File: src/rtl/recov_time_calc.sv
module recov_time_calc #(
  parameter int DW = 8,
  parameter int CW = 4,
  parameter int FB = 2,
  parameter int BW = 8,
  parameter int TW = 8,
  parameter int QSH = 2,
  parameter int LPF_SH = 4,
  parameter int GAIN_SQ = 4096,
  parameter int DINIT = 128
) (
  input  logic          clk,
  input  logic          rst_n,
  input  logic [DW-1:0] duty_cmd,
  input  logic          duty_upd,
  input  logic          det_stb,
  input  logic          dip,
  input  logic [CW-1:0] dev_code,
  input  logic [BW-1:0] band_ticks,
  output logic          res_vld,
  output logic          on_first,
  output logic [TW-1:0] on_cnt,
  output logic [TW-1:0] off_cnt
);

  function automatic int unsigned isqrt(int unsigned v);
    int unsigned r;
    r = 0;
    for (int b = 15; b >= 0; b--) begin
      int unsigned t;
      t = r | (32'd1 << b);
      if (t * t <= v) r = t;
    end
    return r;
  endfunction

  localparam int IW    = CW + FB;
  localparam int DEPTH = 2 ** IW;
  localparam int LMAX  = isqrt((DEPTH - 1) * GAIN_SQ);
  localparam int LW    = $clog2(LMAX + 1);
  localparam int PW    = LW + DW + 1;
  localparam int FMAX  = 2 ** FB - 1;
  localparam int TMAX  = 2 ** TW - 1;

  logic [LW-1:0] lut [DEPTH];
  for (genvar i = 0; i < DEPTH; i++) begin : g_lut
    assign lut[i] = LW'(isqrt(i * GAIN_SQ));
  end

  logic [DW-1:0] d_est;
  logic signed [DW+1:0] d_diff, d_step;
  assign d_diff = $signed({2'b00, duty_cmd}) - $signed({2'b00, d_est});
  assign d_step = d_diff >>> LPF_SH;

  always_ff @(posedge clk or negedge rst_n)
    if (!rst_n) d_est <= DW'(DINIT);
    else if (duty_upd) d_est <= d_est + d_step[DW-1:0];

  logic [BW-1:0] est_dly, q_raw;
  logic [FB-1:0] q_frac;
  logic [IW-1:0] lut_idx;
  assign est_dly = band_ticks >> 1;
  assign q_raw   = est_dly >> QSH;
  assign q_frac  = (q_raw > BW'(FMAX)) ? FB'(FMAX) : q_raw[FB-1:0];
  assign lut_idx = {dev_code, q_frac};

  logic          s1_vld, s1_dip;
  logic [LW-1:0] s1_lut;
  logic [BW-1:0] s1_dly;
  logic [DW-1:0] s1_d;

  always_ff @(posedge clk or negedge rst_n)
    if (!rst_n) begin
      s1_vld <= 1'b0;
      s1_dip <= 1'b0;
      s1_lut <= '0;
      s1_dly <= '0;
      s1_d   <= '0;
    end else begin
      s1_vld <= det_stb;
      if (det_stb) begin
        s1_dip <= dip;
        s1_lut <= lut[lut_idx];
        s1_dly <= est_dly;
        s1_d   <= d_est;
      end
    end

  logic [PW-1:0] p_on, p_off, on_full, off_full, on_corr;
  assign p_on     = PW'(s1_lut) * PW'(s1_d);
  assign p_off    = PW'(s1_lut) * (PW'(2 ** DW) - PW'(s1_d));
  assign on_full  = p_on >> DW;
  assign off_full = p_off >> DW;
  assign on_corr  = (on_full > PW'(s1_dly)) ? on_full - PW'(s1_dly) : '0;

  always_ff @(posedge clk or negedge rst_n)
    if (!rst_n) begin
      res_vld  <= 1'b0;
      on_first <= 1'b0;
      on_cnt   <= '0;
      off_cnt  <= '0;
    end else begin
      res_vld <= s1_vld;
      if (s1_vld) begin
        on_first <= s1_dip;
        on_cnt   <= (on_corr > PW'(TMAX)) ? TW'(TMAX) : on_corr[TW-1:0];
        off_cnt  <= (off_full > PW'(TMAX)) ? TW'(TMAX) : off_full[TW-1:0];
      end
    end

  p_lat_r2: assert property (@(posedge clk) disable iff (!rst_n)
    det_stb |-> ##2 res_vld);
  p_dir_r9: assert property (@(posedge clk) disable iff (!rst_n)
    det_stb |-> ##2 (on_first == $past(dip, 2)));
  p_hold_r3: assert property (@(posedge clk) disable iff (!rst_n)
    !duty_upd |=> $stable(d_est));
  p_step_r3: assert property (@(posedge clk) disable iff (!rst_n)
    (duty_upd && duty_cmd >= d_est) |=> (d_est >= $past(d_est) && d_est <= $past(duty_cmd)));
  p_keep_r10: assert property (@(posedge clk) disable iff (!rst_n)
    !s1_vld |=> ($stable(on_cnt) && $stable(off_cnt) && $stable(on_first)));

endmodule

File: config.mk
export PLATFORM = sky130hd
export DESIGN_NAME = recov_time_calc
export DESIGN_NICKNAME = d
export VERILOG_FILES = /design/src/rtl/recov_time_calc.sv
export SDC_FILE = /design/constraint.sdc
export NUM_CORES = 1
export LEC_CHECK = 0
export ABC_CLOCK_PERIOD_IN_PS = 6650
export BUFFER_PORTS_ARGS = -buffer_cell sky130_fd_sc_hd__buf_4
export CAP_MARGIN = 15
export CORE_MARGIN = 2
export CORE_UTILIZATION = 65
export CTS_BUF_LIST = sky130_fd_sc_hd__clkbuf_4
export DETAILED_ROUTE_END_ITERATION = 16
export PLACE_DENSITY_LB_ADDON = 0.25
export SYNTH_ARGS = -nofsm -noshare
export SYNTH_HDL_FRONTEND = slang
export SYNTH_SLANG_ARGS = --single-unit
File: constraint.sdc
create_clock -name clk -period 6.65 [get_ports clk]
set_clock_uncertainty 0.05 [all_clocks]
set_input_delay 0.9975 -clock clk [delete_from_list [all_inputs] [get_ports clk]]
set_output_delay 0.9975 -clock clk [all_outputs]
set_load 0.03 [all_outputs]
### Yosys cells after proc, flatten, opt, wreduce, memory -nomap -nowiden

Memories as Yosys holds them, arrays and structs flattened. A register that Yosys moved wholly into a read port is not among the register bits.
Cells that the tools add are included.

* $add $sub $neg: 4
* multipliers: 2
* order comparisons: 4
* mux-type cells: 4
* bitwise gates (word level): 1
* reductions and logical operators: 1

Operators by type and width (number)
* greater-than comparator 18 x 8 -> 1 bit (second input constant): 1
* multiplier 10 x 10 -> 18 bit: 1
* two-way mux 18 bit: 1
* multiplier 9 x 8 -> 17 bit: 1
* two-way mux 8 bit: 2
* greater-than comparator 10 x 8 -> 1 bit (second input constant): 1
* subtractor 9 x 7 -> 10 bit: 1
* subtractor 9 x 8 -> 10 bit (first input constant): 1
* greater-than comparator 9 x 7 -> 1 bit: 1
* subtractor 8 x 8 -> 9 bit: 1
* adder 8 bit: 1
* NOT 6 -> 7 bit: 1
* greater-than comparator 5 x 2 -> 1 bit (second input constant): 1
* two-way mux 2 bit: 1
* logical NOT 1 bit: 1

* flip-flop bits (word level): 43
* bits in read-only memories: 576
* bits of input ports: 25
* output and inout bits: 18
* logic and storage cells: 26
* memories: 1

Memory list
* (name not given): words 64, bits a word 9, rd ports 1, clocked after memory_dff 1, write ports 0, RTL line 83 `s1_lut <= lut[lut_idx];`

### Depth between registers and ports, before layout

Gate-level depths: netlist (run 1).

* depth in word-level cells: 5
* gate-level depth with buffers: 26
* gate-level depth less buffers: 25

### Worst setup path before layout (run 1)

OpenSTA, ideal clock, no wires.

* kind: reg-to-reg
* start point: register s1_d[6]
* end point: register on_cnt[0]
* data arrival time: 5.993 ns
* required time: 6.535 ns
* path slack: 0.542 ns
* cell stages (with the launch flop): 24
* path buffers: 1
* clock period less this slack: 6.108 ns
* cells stage by stage: dfrtp_1 -> clkbuf_1 -> and2_1 -> fa_1 -> fa_1 -> fa_1 -> inv_1 -> fa_1 -> inv_1 -> ha_1 -> and2_4 -> a32o_1 -> a21o_1 -> o21a_1 -> o21a_1 -> or4_1 -> nand3_1 -> ha_1 -> nor2_1 -> nor2_1 -> o41ai_1 -> a21bo_2 -> o221ai_4 -> o22a_1

* longest elaborated chain between the ends: 5
* elaborated cells on any way between the ends: 6

RTL lines
* start: declaration: RTL line 70 `logic [DW-1:0] s1_d;`
* start signal: assignment: RTL line 85 `s1_d <= d_est;`
* multiplier 9 x 8 -> 17 bit *: RTL line 90 `assign p_on = PW'(s1_lut) * PW'(s1_d);`
* subtractor 9 x 7 -> 10 bit / greater-than comparator 9 x 7 -> 1 bit (equally long branches): RTL line 94 `assign on_corr = (on_full > PW'(s1_dly)) ? on_full - PW'(s1_dly) : '0;`
* two-way mux 18 bit *: RTL line 94
* greater-than comparator 18 x 8 -> 1 bit: RTL line 106 `on_cnt <= (on_corr > PW'(TMAX)) ? TW'(TMAX) : on_corr[TW-1:0];`
* two-way mux 8 bit *: RTL line 106
* end signal: assignment: RTL line 106
* end: declaration: RTL line 22 `output logic [TW-1:0] on_cnt,`

Mark *: on every way between the ends. The rest lies on a longest branch, timed or not.
A chain may end at the register's enable or synchronous reset.

### Worst setup path in the final report (run 1)

* start point: register s1_lut[3]
* end point: register on_cnt[2]

* longest elaborated chain between the ends: 5
* elaborated cells on any way between the ends: 6

RTL lines
* start: declaration: RTL line 68 `logic [LW-1:0] s1_lut;`
* multiplier 9 x 8 -> 17 bit *: RTL line 90
* subtractor 9 x 7 -> 10 bit / greater-than comparator 9 x 7 -> 1 bit (equally long branches): RTL line 94
* two-way mux 18 bit *: RTL line 94
* greater-than comparator 18 x 8 -> 1 bit: RTL line 106
* two-way mux 8 bit *: RTL line 106

Marks and branches as above.

==> impl_metrics.json, run 1 <==
{
  "synth_top_area_cell": "fa_1",
  "synth_area_per_cell_sq_um": 8.68,
  "layout-drive-gt1-share": 0.102,
  "worst_r2r_path_depth": 23,
  "pin_count": 43,
  "required_ns": 6.97,
  "core_sq_um": 12600,
  "min_to": "on_cnt[1]",
  "status": "finished, final reports clean",
  "yosysWarnings": 0,
  "clock_latency_ns": 0.41,
  "cp.depth": 23,
  "yosysUniqueCellTypes": 68,
  "critPathTopFamily": "adder cells",
  "finalSetupViolations": 0,
  "met3_length_um": 558,
  "place_ws_ns": 0.281,
  "grt_pass1_wl_um": 31000,
  "routabilityCongestion": 0.902,
  "antenna_found_initial": 0,
  "report.final.slew_viol_count": 0,
  "wl_met1_um": 7810,
  "first_pass_iters": 5,
  "maxCapViolCount": 0,
  "critPathMostFrequentCell": "fa_1",
  "hold_start": "on_cnt[1]",
  "holdBufCountCts": 0,
  "synth_edf_count": 0,
  "max_freq_mhz": 158,
  "syn-num-nets": 1195,
  "worstSetupPathType": "reg -> reg",
  "cts_tree": "built",
  "dr.max_layer_used": "met4",
  "synth_area_leaders": "fa_1, ha_1, dfrtp_1",
  "r2r_setup_slack_ns": 0.30,
  "diodes": 0,
  "crit_path_end_kind": "flop",
  "start_kind": "flop",
  "portBuffers": 41,
  "fin_ws_ns": 0.302,
  "finalHoldViolCount": 0,
  "yosysTopAreaCellShare": 0.213,
  "critPathMaxStageDelay_ns": 0.53,
  "clock_path_buffers": 2,
  "synthToLayoutAreaGrowth_pct": 7.75,
  "ys_seq_area_frac": 0.156,
  "grt.total_usage": 0.271,
  "vias_per_cell": 5.75,
  "fp.dieArea_sq_um": 13800,
  "hp-class": "reg -> reg",
  "die_x_um": 117,
  "die-height_um": 117,
  "totalWireLength_um": 17500,
  "cts_sinks": 52,
  "dr.first_iter.drc_count": 330,
  "maxSlewHeadroom": 0.372,
  "n_fill_cell": 1018,
  "crit_chain": "buf_4 > and2_1 > fa_1 > inv_1 > fa_1 > inv_1 > fa_1 > fa_1 > ha_1 > and4_1 > a32o_1 > a21o_1 > o21a_1 > o21a_1 > or4_1 > nand3_1 > ha_1 > nor2_1 > nor2_1 > o41ai_2 > a21bo_2 > o221ai_4 > o22a_1",
  "crit_buf_inv": 3,
  "worst_pin_slew_ns": 0.929,
  "grt_pass1_vias": 6794,
  "synth_seq_cells": 52,
  "grt_max_degree": 53,
  "row_count": 41,
  "yosys_most_used_dff": "dfrtp_1",
  "r2r-start": "s1_lut[3]",
  "grt.overflow.total": 0,
  "worstPathArrival_ns": 6.67,
  "wl_per_cell_um": 15.0,
  "dpl.hpwl_um": 14100,
  "post-route-period-util": 0.955,
  "route.vias.total": 6728,
  "drc": 0,
  "crit_path_top_delay_cell": "fa_1",
  "final_nets": 1230,
  "cp_max_fo": 13,
  "rr_endpoint": "on_cnt[2]",
  "cts_root_buf": "clkbuf_4",
  "syn_inst": 964,
  "netlist_area_sq_um": 8360,
  "clkSlewWorstSetupHoldPaths_ns": 0.16,
  "hold_path_depth": 1,
  "htreeDepth": 2,
  "ant_nets": 0,
  "dr_wl_met2_um": 8910,
  "numCtsBuffers": 5,
  "min_period_ns": 6.35,
  "initial_core_util": 0.665,
  "async_reset_ff_frac": 1.00
}
worst register-to-register path, cell delays in order, from the launching register on:
cell and delay [ns]:
dfrtp_1 0.46, buf_4 0.21, and2_1 0.19, fa_1 0.53, inv_1 0.05, fa_1 0.47
inv_1 0.05, fa_1 0.50, fa_1 0.49, ha_1 0.33, and4_1 0.23, a32o_1 0.22
a21o_1 0.20, o21a_1 0.21, o21a_1 0.23, or4_1 0.48, nand3_1 0.10, ha_1 0.30
nor2_1 0.13, nor2_1 0.06, o41ai_2 0.06, a21bo_2 0.29, o221ai_4 0.28, o22a_1 0.20
cell usage in the layout, fill, tap and decap left out, types with 3 or more instances in the layout:
master / count
a211oi_1: 9
a21o_1: 13
a21oi_1: 52
a21oi_2: 3
a221oi_1: 3
a31oi_1: 8
and2_1: 83
and3_1: 4
buf_4: 64
clkbuf_4: 5
dfrtp_1: 50
fa_1: 89
ha_1: 117
inv_1: 138
mux2_2: 13
nand2_1: 102
nand2b_1: 10
nand3_1: 11
nand3b_1: 3
nor2_1: 54
nor2b_1: 3
nor3_1: 18
nor4_1: 4
o21a_1: 5
o21ai_0: 41
o22a_1: 8
or3_1: 3
xnor2_1: 21
xor2_1: 10
routing by layer:
| layer | GRT usage | up-vias |
|---|---|---|
| li1 | - | 3254 |
| met1 | 0.362 | 3342 |
| met2 | 0.478 | 118 |
| met3 | 0.0282 | 14 |
| met4 | 0.0587 | 0 |
| met5 | 0 | - |
through the flow:
| step | TNS (ns) | area [sq um] | utilization | instances | hold WS (ns) |
|---|---|---|---|---|---|
| finish | 0 | 9010 | 0.717 | 1171 | 0.473 |
| CTS | 0 | 8980 | 0.714 | 1171 | 0.476 |
| floorplan | 0 | 8360 | - | 964 | 0.302 |
| global placement | 0 | 8920 | 0.710 | 1164 | 0.433 |
| detailed placement | 0 | 8920 | 0.710 | 1164 | 0.442 |
| global route | -0.000727 | 9010 | 0.717 | 1171 | 0.504 |
flip-flops by register name, summed over array words and instances, names as in the netlist:
register and count:
on_first 1, s1_lut 9, s1_dly 7, s1_vld 1, off_cnt 8, s1_d 8
res_vld 1, d_est 8, s1_dip 1, on_cnt 8
worst max path at each step:
stage	start	endpoint	slack [ns]
global route	s1_lut[3]	on_cnt[2]	-0.0007
floorplan	s1_d[6]	on_cnt[0]	0.54
finish	s1_lut[3]	on_cnt[2]	0.30
global placement	s1_d[3]	on_cnt[6]	0.36
CTS	s1_d[4]	off_cnt[7]	0.23
detailed placement	s1_d[4]	off_cnt[7]	0.28
synthesized netlist by cell type (all sizes together), types with 3 or more instances:
cell type,instances
inv,138
nor2,54
nand2b,10
nor3,18
or3,3
nand2,102
o21a,5
xor2,11
and2,84
o21ai,42
mux2,13
dfrtp,51
and3,4
o221ai,3
nand3,11
o22a,8
nand3b,3
o41ai,3
xnor2,21
a211oi,10
a221oi,4
clkbuf,34
a21oi,56
fa,89
a31oi,8
nor4,4
a21o,13
ha,117
nor2b,3
logic make-up after synthesis:
kind of cell,Yosys count,synth area share
xor+xnor,32,0.0335
buf+inv,176,0.0791
flops,52,0.156
simple gates,306,0.180
fa+ha+maj,206,0.388
mux,17,0.0253
compound gates,175,0.138
final cells by class:
cell class	count	area (sq um)	share of cell area
inverters	140	526	0.0583
well taps	172	215	0.0239
repair buffers	64	480	0.0533
flip-flops and latches	52	1300	0.145
clock buffers	5	37.5	0.00417
clock inverters	2	16.3	0.00181
multi-input cells	736	6430	0.714
what timing repair did:
action | CTS | global route
setup endpoints to repair | 0 | 16
resized for setup | 0 | 8
setup buffers | 0 | 0
Power of run 1 is not shown: default switching activity piles up to over one toggle a cycle in this logic, so the estimate is an artifact.
==> run 2, diff against run 1 <==
--- a/config.mk
+++ b/config.mk
@@ -9,7 +9,7 @@
 export BUFFER_PORTS_ARGS = -buffer_cell sky130_fd_sc_hd__buf_4
 export CAP_MARGIN = 15
 export CORE_MARGIN = 2
-export CORE_UTILIZATION = 65
+export CORE_UTILIZATION = 60
 export CTS_BUF_LIST = sky130_fd_sc_hd__clkbuf_4
 export DETAILED_ROUTE_END_ITERATION = 16
 export PLACE_DENSITY_LB_ADDON = 0.25
==> run 2 against run 1 <==
Compared with the run above: first-iteration DRC count is 10% lower; non-clock buffer count is 4 higher; wire length is 1.1% higher; sequential cell count stayed put; die area is 8.0% higher; critical endpoint is now on_cnt[5]; sequential share of layout area is 0.062 points lower; core utilization is 6.0 points lower; worst hold slack hardly changed; clock-buffer cell count stayed put; critical path type unchanged.
==> impl_metrics.json, run 2 (synthesis results as in run 1) <==
{
  "pin_count": 43,
  "grt.total_usage": 0.253,
  "regArea_sq_um": 1300,
  "final_cell_mix": "inv_1, ha_1, nand2_1, fa_1, and2_1",
  "grt_max_degree": 53,
  "busiest_layer": "met2",
  "crit_chain": "buf_4 > and2_1 > fa_1 > fa_1 > fa_1 > inv_1 > fa_1 > inv_1 > ha_2 > and2_4 > a32o_1 > a21o_2 > o21a_1 > o21a_1 > or4_1 > nand3_1 > ha_1 > nor2_1 > nor2_1 > o41ai_2 > a21bo_2 > o221ai_4 > o22a_1",
  "fp.dieArea_sq_um": 14900,
  "final_nets": 1234,
  "clock_latency_ns": 0.43,
  "clock_path_buffers": 2,
  "endpoint": "on_cnt[5]",
  "final_area_sq_um": 9050,
  "htreeDepth": 2,
  "worstSetupPathType": "reg -> reg",
  "finalHoldViolCount": 0,
  "first_pass_iters": 7,
  "initial_core_util": 0.607,
  "largest_register_ffs": 9,
  "clkSlewWorstSetupHoldPaths_ns": 0.16,
  "min_period_ns": 6.39,
  "ant_nets": 0,
  "cts_tree": "built",
  "grt.overflow.total": 0,
  "numCtsBuffers": 5,
  "critPathMostFrequentCell": "fa_1",
  "totalWireLength_um": 17700,
  "max_freq_mhz": 156,
  "r2r_setup_slack_ns": 0.26,
  "vias_per_cell": 5.66,
  "cts_sinks": 52,
  "grt_pass1_wl_um": 30100,
  "routabilityCongestion": 0.886,
  "die_x_um": 122,
  "dpl.cell_count": 1174,
  "worst_r2r_path_depth": 23,
  "synthToLayoutAreaGrowth_pct": 8.21,
  "cp-startpoint": "s1_lut[2]",
  "maxSlewHeadroom": 0.380,
  "report.final.slew_viol_count": 0,
  "gr-usage-met3": 0.0314,
  "fin_setup_tns_ns": 0,
  "worstPathArrival_ns": 6.73,
  "critPathMaxStageDelay_ns": 0.53,
  "largest_register": "s1_lut",
  "status": "finished, final reports clean",
  "required_ns": 6.99,
  "dpl.hpwl_um": 14200,
  "crit_path_top_delay_cell": "fa_1",
  "finalSetupViolations": 0,
  "maxCapViolCount": 0,
  "crit_path_end_kind": "flop",
  "post-route-period-util": 0.961,
  "die-height_um": 122,
  "grt_use_met2": 0.423,
  "drc": 0,
  "r2r-start": "s1_lut[2]",
  "core_sq_um": 13800,
  "post_dp_cell_area_sq_um": 8950,
  "hp-class": "reg -> reg",
  "wl_per_cell_um": 15.0,
  "route.vias.total": 6702,
  "dr.first_iter.drc_count": 296,
  "portBuffers": 41,
  "layout-drive-gt1-share": 0.107,
  "rsz0062_at_grt": "false",
  "final_common_cell": "inv_1",
  "grt_pass1_vias": 6383,
  "cts_root_buf": "clkbuf_4",
  "worst_pin_slew_ns": 0.931,
  "n_fill_cell": 1196,
  "row_count": 43,
  "antenna_found_initial": 1,
  "use_met1": 0.348,
  "rr_endpoint": "on_cnt[5]",
  "stdcell_count": 1185,
  "start_kind": "flop",
  "cp_max_fo": 15,
  "multi_input_area_sq_um": 6430
}
run 2: changes by cell type in the layout (fill, tap and decap cells not counted), sizes merged:
cell      previous run  this run
buf                 64        68
clkinv               2         4
diode                0         1
clkinvlp             1         0
run 2: how the worst min path moves through the flow:
stage	startpoint	end	slack (ns)	cells past startpoint
after CTS	on_cnt[4]	on_cnt[4]	0.48	1
after floorplan	s1_vld	res_vld	0.30	0
after global placement	on_cnt[3]	on_cnt[3]	0.44	1
after global routing	on_cnt[3]	on_cnt[3]	0.49	1
final	on_cnt[4]	on_cnt[4]	0.47	1
after detailed placement	s1_dip	s1_dip	0.44	1
run 2: stage by stage:
stage	setup WS [ns]	hold WS, ns	utilization
2_1_floorplan	0.542	0.302	-
3_3_place_gp	0.271	0.436	0.650
3_5_place_dp	0.163	0.441	0.650
4_1_cts	0.128	0.477	0.654
5_1_grt	0.00523	0.487	0.657
6_report	0.260	0.472	0.657
run 2: worst max-delay path, delay by kind of cell (launching register included):
kind | cells | cell delay (ns)
AOI/OAI and AO/OA | 8 | 1.81
adders and majority gates | 6 | 2.60
buffers and inverters | 3 | 0.31
DFF | 1 | 0.44
and+or+nand+nor | 6 | 1.11
run 2: layer usage:
metal,wire (um),up-vias
met1,8130,3276
met2,8680,121
met4,346,0
li1,-,3278
met3,562,27
met5,0,-
run 2: final cells by class:
class,count,area share
Antenna cell,1,0.000277
Inverter,140,0.0581
Sequential cell,52,0.144
Clock buffer,5,0.00415
Timing Repair Buffer,68,0.0564
Tap cell,180,0.0249
Multi-Input combinational cell,736,0.710
Clock inverter,3,0.00194
run 2: what timing repair did:
action / 4_1_cts / 5_1_grt
buffers inserted: 0 / 2
resized for setup: 0 / 8
setup endpoints to repair: 0 / 16
hold buffers: 0 / 0
Power of run 2 is left out for the same reason.
==> run 3, diff against run 2 <==
--- a/config.mk
+++ b/config.mk
@@ -13,6 +13,7 @@
 export CTS_BUF_LIST = sky130_fd_sc_hd__clkbuf_4
 export DETAILED_ROUTE_END_ITERATION = 16
 export PLACE_DENSITY_LB_ADDON = 0.25
+export SETUP_SLACK_MARGIN = 0.5
 export SYNTH_ARGS = -nofsm -noshare
 export SYNTH_HDL_FRONTEND = slang
 export SYNTH_SLANG_ARGS = --single-unit
==> run 3 against run 2 <==
Compared with the run above: first-iteration DRC count is 31% higher; worst setup slack better by 0.31 ns; global-route usage is 0.41 points higher; non-clock buffer count is 24 higher; wire length is 5.2% higher; design area is 5.4% higher; via count is 3.1% higher; critical path depth is 1 lower; die area stayed put; maximum frequency is 5.1% higher.
==> impl_metrics.json, run 3 (synthesis results as in run 1) <==
{
  "crit_path_end_kind": "flop",
  "die-height_um": 122,
  "cts_tree": "built",
  "numCtsBuffers": 5,
  "largest_register_ffs": 9,
  "worstPathArrival_ns": 6.41,
  "synthToLayoutAreaGrowth_pct": 14.1,
  "finalHoldViolCount": 0,
  "max_freq_mhz": 164,
  "core_sq_um": 13800,
  "fp.dieArea_sq_um": 14900,
  "maxSlewHeadroom": 0.394,
  "die_x_um": 122,
  "routabilityCongestion": 0.886,
  "dpl.hpwl_um": 14200,
  "final_area_sq_um": 9540,
  "totalWireLength_um": 18600,
  "worstSetupPathType": "reg -> reg",
  "cp_max_fo": 10,
  "first_pass_iters": 6,
  "clock_path_buffers": 2,
  "final_common_cell": "inv_1",
  "final_cell_mix": "inv_1, ha_1, nand2_1, fa_1, buf_4",
  "pin_count": 43,
  "route.vias.total": 6909,
  "cts_sinks": 52,
  "clkSlewWorstSetupHoldPaths_ns": 0.16,
  "whs_ns": 0.473,
  "grt.total_usage": 0.257,
  "wl_per_cell_um": 15.4,
  "fin_setup_tns_ns": 0,
  "crit_chain": "buf_6 > and2_1 > fa_1 > inv_1 > fa_1 > inv_1 > fa_1 > fa_1 > ha_4 > and4_4 > a32o_1 > a21o_4 > o21a_1 > o21a_2 > nor2_1 > ha_4 > o21ai_2 > a21oi_1 > o41ai_2 > a21bo_2 > o221ai_4 > o22a_1",
  "antenna_found_initial": 1,
  "post_dp_cell_area_sq_um": 8950,
  "final_nets": 1258,
  "rsz0062_at_grt": "true",
  "report.final.slew_viol_count": 0,
  "worst_pin_slew_ns": 0.910,
  "finalSetupViolations": 0,
  "critPathMaxStageDelay_ns": 0.56,
  "row_count": 43,
  "initial_core_util": 0.607,
  "grt.overflow.total": 0,
  "htreeDepth": 2,
  "post-route-period-util": 0.914,
  "critPathMostFrequentCell": "fa_1",
  "hp-class": "reg -> reg",
  "required_ns": 6.98,
  "layout-drive-gt1-share": 0.168,
  "min_period_ns": 6.08,
  "grt_pass1_wl_um": 30600,
  "holdBufCountCts": 0,
  "clock_latency_ns": 0.43,
  "ant_nets": 0,
  "start_kind": "flop",
  "grt_pass1_vias": 6495,
  "crit_path_top_delay_cell": "fa_1",
  "drc": 0,
  "grt_max_degree": 53,
  "maxCapViolCount": 0,
  "largest_register": "s1_lut",
  "portBuffers": 41,
  "vias_per_cell": 5.71,
  "status": "finished, final reports clean",
  "n_fill_cell": 1127,
  "cts_root_buf": "clkbuf_4",
  "dr.first_iter.drc_count": 387
}
==> run 3: cell types whose count changed in the layout (fill, tap and decap cells not counted), sizes merged <==
cell  previous run  this run
buf             68        92
==> run 3: final timing paths <==
kind / endpoint / start / depth (start not counted) / slack (ns)
setup / recovery: on_cnt[1] / s1_d[2] / 22 / 0.57
hold / removal: on_cnt[4] / on_cnt[4] / 1 / 0.47
setup reg to reg: on_cnt[1] / s1_d[2] / 22 / 0.57
hold reg to reg: on_cnt[4] / on_cnt[4] / 1 / 0.47
max in group asynchronous: s1_d[0] / rst_n / 1 / 5.50
min in group asynchronous: off_cnt[3] / rst_n / 1 / 0.51
==> run 3: stage by stage <==
step | cells | setup slack [ns] | utilization
after floorplan | 964 | 0.542 | -
final | 1209 | 0.571 | 0.693
after CTS | 1187 | 0.500 | 0.664
after detailed placement | 1174 | 0.163 | 0.650
after global placement | 1174 | 0.271 | 0.650
after global routing | 1209 | 0.385 | 0.693
==> run 3: layer usage <==
layer / share of wire / global-route usage
met1: 0.45 / 0.353
met2: 0.50 / 0.430
met3: 0.030 / 0.0286
met4: 0.026 / 0.0783
met5: 0 / 0
==> run 3: repair_timing <==
action,CTS,global route
resized for setup,20,50
setup endpoints to repair,16,16
gates cloned,0,0
pin swaps,13,23
setup buffers,5,21
==> run 3: layout make-up <==
type	instances	area, sq um	share of cell area
clock buffer	5	37.5	0.00393
timing repair buffer	92	721	0.0755
antenna	1	2.50	0.000262
clock inverter	3	17.5	0.00184
multi-input combinational	736	6700	0.702
sequential	52	1310	0.138
inverter	140	526	0.0551
tap	180	225	0.0236
==> run 3: worst max-delay path: cells and delay by family (launching register included) <==
family          cells  cell delay (ns)
compound gates     10             2.19
buf+inv             3             0.26
simple gates        3             0.58
flops               1             0.48
fa+ha+maj           6             2.43
Power of run 3 is left out for the same reason.
